File: src/rtl/oneshot_pkg.sv
package oneshot_pkg;
  // Which of the three trigger sources qualified in a given cycle
  typedef struct packed {
    logic a_fall;
    logic b_rise;
    logic clr_rise;
  } trig_src_t;
endpackage

File: src/rtl/osh_sync.sv
module osh_sync #(
  parameter int WIDTH  = 3,
  parameter int STAGES = 2
) (
  input  logic             clk,
  input  logic             rst,
  input  logic [WIDTH-1:0] d,
  output logic [WIDTH-1:0] q
);
  logic [WIDTH-1:0] chain [STAGES];

  generate
    for (genvar s = 0; s < STAGES; s++) begin : g_stage
      if (s == 0) begin : g_first
        always_ff @(posedge clk) begin
          if (rst) chain[0] <= '0;
          else     chain[0] <= d;
        end
      end else begin : g_rest
        always_ff @(posedge clk) begin
          if (rst) chain[s] <= '0;
          else     chain[s] <= chain[s-1];
        end
      end
    end
  endgenerate

  assign q = chain[STAGES-1];
endmodule

File: src/rtl/osh_trig.sv
module osh_trig #(
  parameter int WARM = 3
) (
  input  logic clk,
  input  logic rst,
  input  logic a_s,
  input  logic b_s,
  input  logic c_s,
  output logic fire
);
  import oneshot_pkg::*;

  logic            a_p, b_p, c_p;
  logic [WARM-1:0] warm;
  logic            en;
  trig_src_t       src;

  // Edge history is only trusted once the synchroniser has refilled
  always_ff @(posedge clk) begin
    if (rst) begin
      a_p  <= 1'b0;
      b_p  <= 1'b0;
      c_p  <= 1'b0;
      warm <= '0;
    end else begin
      a_p  <= a_s;
      b_p  <= b_s;
      c_p  <= c_s;
      warm <= {warm[WARM-2:0], 1'b1};
    end
  end

  assign en = warm[WARM-1];

  always_comb begin
    src.a_fall   = en &  a_p & ~a_s &  b_s & c_s;
    src.b_rise   = en & ~b_p &  b_s & ~a_s & c_s;
    src.clr_rise = en & ~c_p &  c_s & ~a_s & b_s;
  end

  assign fire = |src;
endmodule

File: src/rtl/osh_timer.sv
module osh_timer #(
  parameter int LW = 16
) (
  input  logic          clk,
  input  logic          rst,
  input  logic          clr_lvl,
  input  logic          fire,
  input  logic [LW-1:0] len,
  output logic          q,
  output logic          q_n
);
  logic [LW-1:0] cnt, cnt_nx;

  always_comb begin
    cnt_nx = cnt;
    if (!clr_lvl)         cnt_nx = '0;
    else if (fire)        cnt_nx = len;
    else if (cnt != '0)   cnt_nx = cnt - LW'(1);
  end

  always_ff @(posedge clk) begin
    if (rst) begin
      cnt <= '0;
      q   <= 1'b0;
      q_n <= 1'b1;
    end else begin
      cnt <= cnt_nx;
      q   <= (cnt_nx != '0);
      q_n <= (cnt_nx == '0);
    end
  end
endmodule

File: src/rtl/dual_oneshot.sv
module dual_oneshot #(
  parameter int NCH         = 2,
  parameter int LW          = 16,
  parameter int SYNC_STAGES = 2
) (
  input  logic                   clk,
  input  logic                   rst,
  input  logic [NCH-1:0]         fall_trig,
  input  logic [NCH-1:0]         rise_trig,
  input  logic [NCH-1:0]         clr_n,
  input  logic [NCH-1:0][LW-1:0] pulse_len,
  output logic [NCH-1:0]         pulse,
  output logic [NCH-1:0]         pulse_n
);
  localparam int WARM = SYNC_STAGES + 1;

  logic [NCH-1:0] clr_sync;
  logic [NCH-1:0] fire_vec;

  generate
    for (genvar ch = 0; ch < NCH; ch++) begin : g_ch
      logic [2:0] raw, synced;

      assign raw          = {fall_trig[ch], rise_trig[ch], clr_n[ch]};
      assign clr_sync[ch] = synced[0];

      osh_sync #(.WIDTH(3), .STAGES(SYNC_STAGES)) u_sync (
        .clk (clk),
        .rst (rst),
        .d   (raw),
        .q   (synced)
      );

      osh_trig #(.WARM(WARM)) u_trig (
        .clk  (clk),
        .rst  (rst),
        .a_s  (synced[2]),
        .b_s  (synced[1]),
        .c_s  (synced[0]),
        .fire (fire_vec[ch])
      );

      osh_timer #(.LW(LW)) u_timer (
        .clk     (clk),
        .rst     (rst),
        .clr_lvl (synced[0]),
        .fire    (fire_vec[ch]),
        .len     (pulse_len[ch]),
        .q       (pulse[ch]),
        .q_n     (pulse_n[ch])
      );
    end
  endgenerate
endmodule

File: config.mk
export PLATFORM = sky130hd
export DESIGN_NAME = dual_oneshot
export DESIGN_NICKNAME = d
export VERILOG_FILES = /design/src/rtl/oneshot_pkg.sv /design/src/rtl/osh_sync.sv /design/src/rtl/osh_trig.sv /design/src/rtl/osh_timer.sv /design/src/rtl/dual_oneshot.sv
export SDC_FILE = /design/constraint.sdc
export NUM_CORES = 1
export LEC_CHECK = 0
export BUFFER_PORTS_ARGS = -buffer_cell sky130_fd_sc_hd__buf_2
export CORE_MARGIN = 1
export CORE_UTILIZATION = 46
export CTS_BUF_LIST = sky130_fd_sc_hd__clkbuf_2
export DETAILED_ROUTE_END_ITERATION = 6
export GPL_ROUTABILITY_DRIVEN = 0
export PLACE_DENSITY = 0.67
export SETUP_SLACK_MARGIN = 0.05
export SLEW_MARGIN = 20
export SYNTH_ARGS = -nofsm -noshare
export SYNTH_HDL_FRONTEND = slang
export SYNTH_SLANG_ARGS = --single-unit
File: constraint.sdc
create_clock -name clk -period 8.4 [get_ports clk]
set_input_delay 0.42 -clock clk [delete_from_list [all_inputs] [get_ports clk]]
set_output_delay 0.42 -clock clk [all_outputs]
set_load 0.01 [all_outputs]
==> run metrics <==
DP HPWL 4.92 mm; pre-CTS setup slack 5420 ps; drt first pass iters 4; Finished Core Util 0.533; CP Capture Type flop; Initial Utilization 0.480; Slew @ Worst Pin 670 ps; Post-CTS Setup Inserts 0; fin nets 419; Max Root-Sink Buffers 2; number of synthesized flops with an enable pin 0; Final WS setup 5380 ps; r2r worst-path depth 9; Inserted Clock Buffers 9; CP cell instances inv_1 -> ha_1 -> or4b_4 -> or4_1 -> o21ai_0 -> xor2_1 -> a21oi_1 -> a311oi_1 -> a31oi_1; Synthesized Nets 383; asr flop ratio synth 0; crit path buf inv count 1; pin count of the biggest net entering global routing 30; initial antenna violation count 0; clock skew 25.8 ps; final hold vios 0; row count 28; flop2flop setup slack 5380 ps; max_slew headroom 0.550; synthesized area per cell 8.49 µm²; sequential area share after synthesis 0.397; main area contributors after synthesis dfxtp_1 40%, o21ai_0 4.5%, nor2b_1 4.1%; Tot GR Track Use 0.225; die width 81.1 µm; Synth Flop Type dfxtp_1; via count 2625; CTS root buf clkbuf_2; Yosys reg bits 57; Via density 5.77; fmax 331 MHz; hold endpoint g_ch[1].u_sync.chain[0][1]; slowest stage delay, CP 600 ps; port bufs 43; Overall Power 0.448 mW; hold buffers post-CTS 0; Slew Limit Fails 0; fraction of layout cells with a size suffix above 1 0.187; simple logic cell fraction of the synthesized area 0.300; largest family of logic cells by synthesized area simple AND/OR/NAND/NOR gates; Peak VDD IR 0.0946 mV; Area growth, synth to finish 10.9%; Remaining Overflow, GRT 0; # setup viols final 0; xor-xnor portion of the synthesized cell area 0.0426; crit path launch type flop; DR iter-0 viols 198; Worst EP required 8770 ps; Synth Warn # 0; ANT cells 0; FF-to-FF End g_ch[0].u_timer.q; Syn Inst Count 339; CTS tree built; worst endpoint data arrival time 3390 ps; IO Pins 44; PD cells 140 nW/µm²; status completed; Hold Crit Start rise_trig[1]; Worst-path clk slew 170 ps; Worst Path Max Fanout 8; post-synthesis mux area share 0.00348; hold slack 125 ps; routed len/inst 15.1 µm; H-tree levels 3; Final min period 3020 ps; die height 81.1 µm; post-synthesis compound-gate area fraction 0.194; post-synth top area cell dfxtp_1; die area 6580 µm²; Top delay family on crit path simple AND/OR/NAND/NOR gates; final wirelength 6.86 mm; max-cap violations 0; Core Area 5990 µm²; leakage power 1.29 nW; Final period util 0.360; slowest CP cell or4_1; Adder-Cell Fraction of Synth Area 0.0174; DRC errors left 0; clock sink count 57; Yosys cell types 59; top cell type's share of synthesized area 0.397; Post-Synthesis Cell Area 2880 µm²; RSZ-0062 raised after global routing no; first-pass GRT wire length 11.1 mm; HP Class input port to flop; post-CTS resize count 0; antenna-violating nets left 0; Crit Path Category flop to flop; TNS Setup 0 ps; reg-to-reg critical path startpoint g_ch[0].u_timer.cnt[0]; commonest cells in the netlist 57 x dfxtp_1, 26 x o21ai_0, 22 x nor2_1; Skew-Pair Late Insertion Delay 490 ps; Hold Path Depth 2; vias in the first global route 2253; most frequent cell after synthesis dfxtp_1
[cells by family after synthesis]
family | Yosys count
AO/OA/AOI/OAI | 86
XOR/XNOR | 14
adder cells (fa/ha/maj) | 4
buffers and inverters | 29
flip-flops | 57
multiplexers | 1
AND/OR/NAND/NOR | 148
[worst register-to-register path, delay by kind of cell, from the launching register on]
| kind | cells | cell delay, ps |
|---|---|---|
| fa+ha+maj | 1 | 180 |
| compound gates | 4 | 1000 |
| flops | 1 | 380 |
| buf+inv | 1 | 110 |
| simple gates | 2 | 1080 |
| xor+xnor | 1 | 170 |
[metrics by stage]
stage	area, µm²	cells
5_1_grt	3190	455
3_3_place_gp	3100	439
2_1_floorplan	2880	339
3_5_place_dp	3100	439
4_1_cts	3190	455
6_report	3190	455
[cell usage in the layout (no fill, tap or decap), types with 8 or more instances in the layout]
cell,count
nor2_1,22
o21ai_0,26
a21oi_1,14
a31oi_1,8
clkbuf_2,9
dfxtp_1,57
nor2b_1,19
nand2_1,21
and2_1,15
nor4_1,11
inv_1,10
buf_2,43
nor3_1,11
[routing by layer]
| metal | wire (µm) | up-vias | GRT usage |
|---|---|---|---|
| met5 | 0 | - | 0 |
| met4 | 152 | 0 | 0.0893 |
| met3 | 478 | 17 | 0.0528 |
| met2 | 2970 | 93 | 0.327 |
| met1 | 3260 | 1202 | 0.318 |
| li1 | - | 1313 | - |
[power breakdown]
group          internal (mW)  total (mW)  switching, mW
clock network         0.0380       0.147          0.109
registers              0.275       0.278        0.00273
logic                 0.0117      0.0234         0.0116
total                  0.325       0.448          0.124
[flip-flops by register name (all words and copies together) (netlist names)]
register and cells:
g_ch.u_trig.b_p 2, g_ch.u_trig.warm 3, g_ch.u_timer.q_n 2, g_ch.u_trig.c_p 2, g_ch.u_timer.q 2, g_ch.u_timer.cnt 32
g_ch.u_sync.chain 12, g_ch.u_trig.a_p 2
[area by class of cell]
class	instances	area, µm²
Clock buffer	9	45.0
Clock inverter	7	47.5
Fill cell	574	2800
Inverter	10	37.5
Multi-Input combinational cell	253	1600
Sequential cell	57	1140
Tap cell	75	93.8
Timing Repair Buffer	44	223
[worst max path at each step]
| stage | startpoint | cells after the start | slack (ps) | to |
|---|---|---|---|---|
| 6_report | g_ch[0].u_timer.cnt[0] | 9 | 5380 | g_ch[0].u_timer.q |
| 4_1_cts | g_ch[0].u_timer.cnt[0] | 9 | 5400 | g_ch[0].u_timer.q |
| 3_3_place_gp | g_ch[0].u_timer.cnt[0] | 9 | 5530 | g_ch[0].u_timer.q |
| 3_5_place_dp | g_ch[0].u_timer.cnt[0] | 9 | 5420 | g_ch[0].u_timer.q |
| 5_1_grt | g_ch[0].u_timer.cnt[0] | 9 | 5200 | g_ch[0].u_timer.q |
| 2_1_floorplan | g_ch[0].u_timer.cnt[0] | 10 | 5650 | g_ch[0].u_timer.q |
Note: power is estimated with default switching activity, not from simulation.
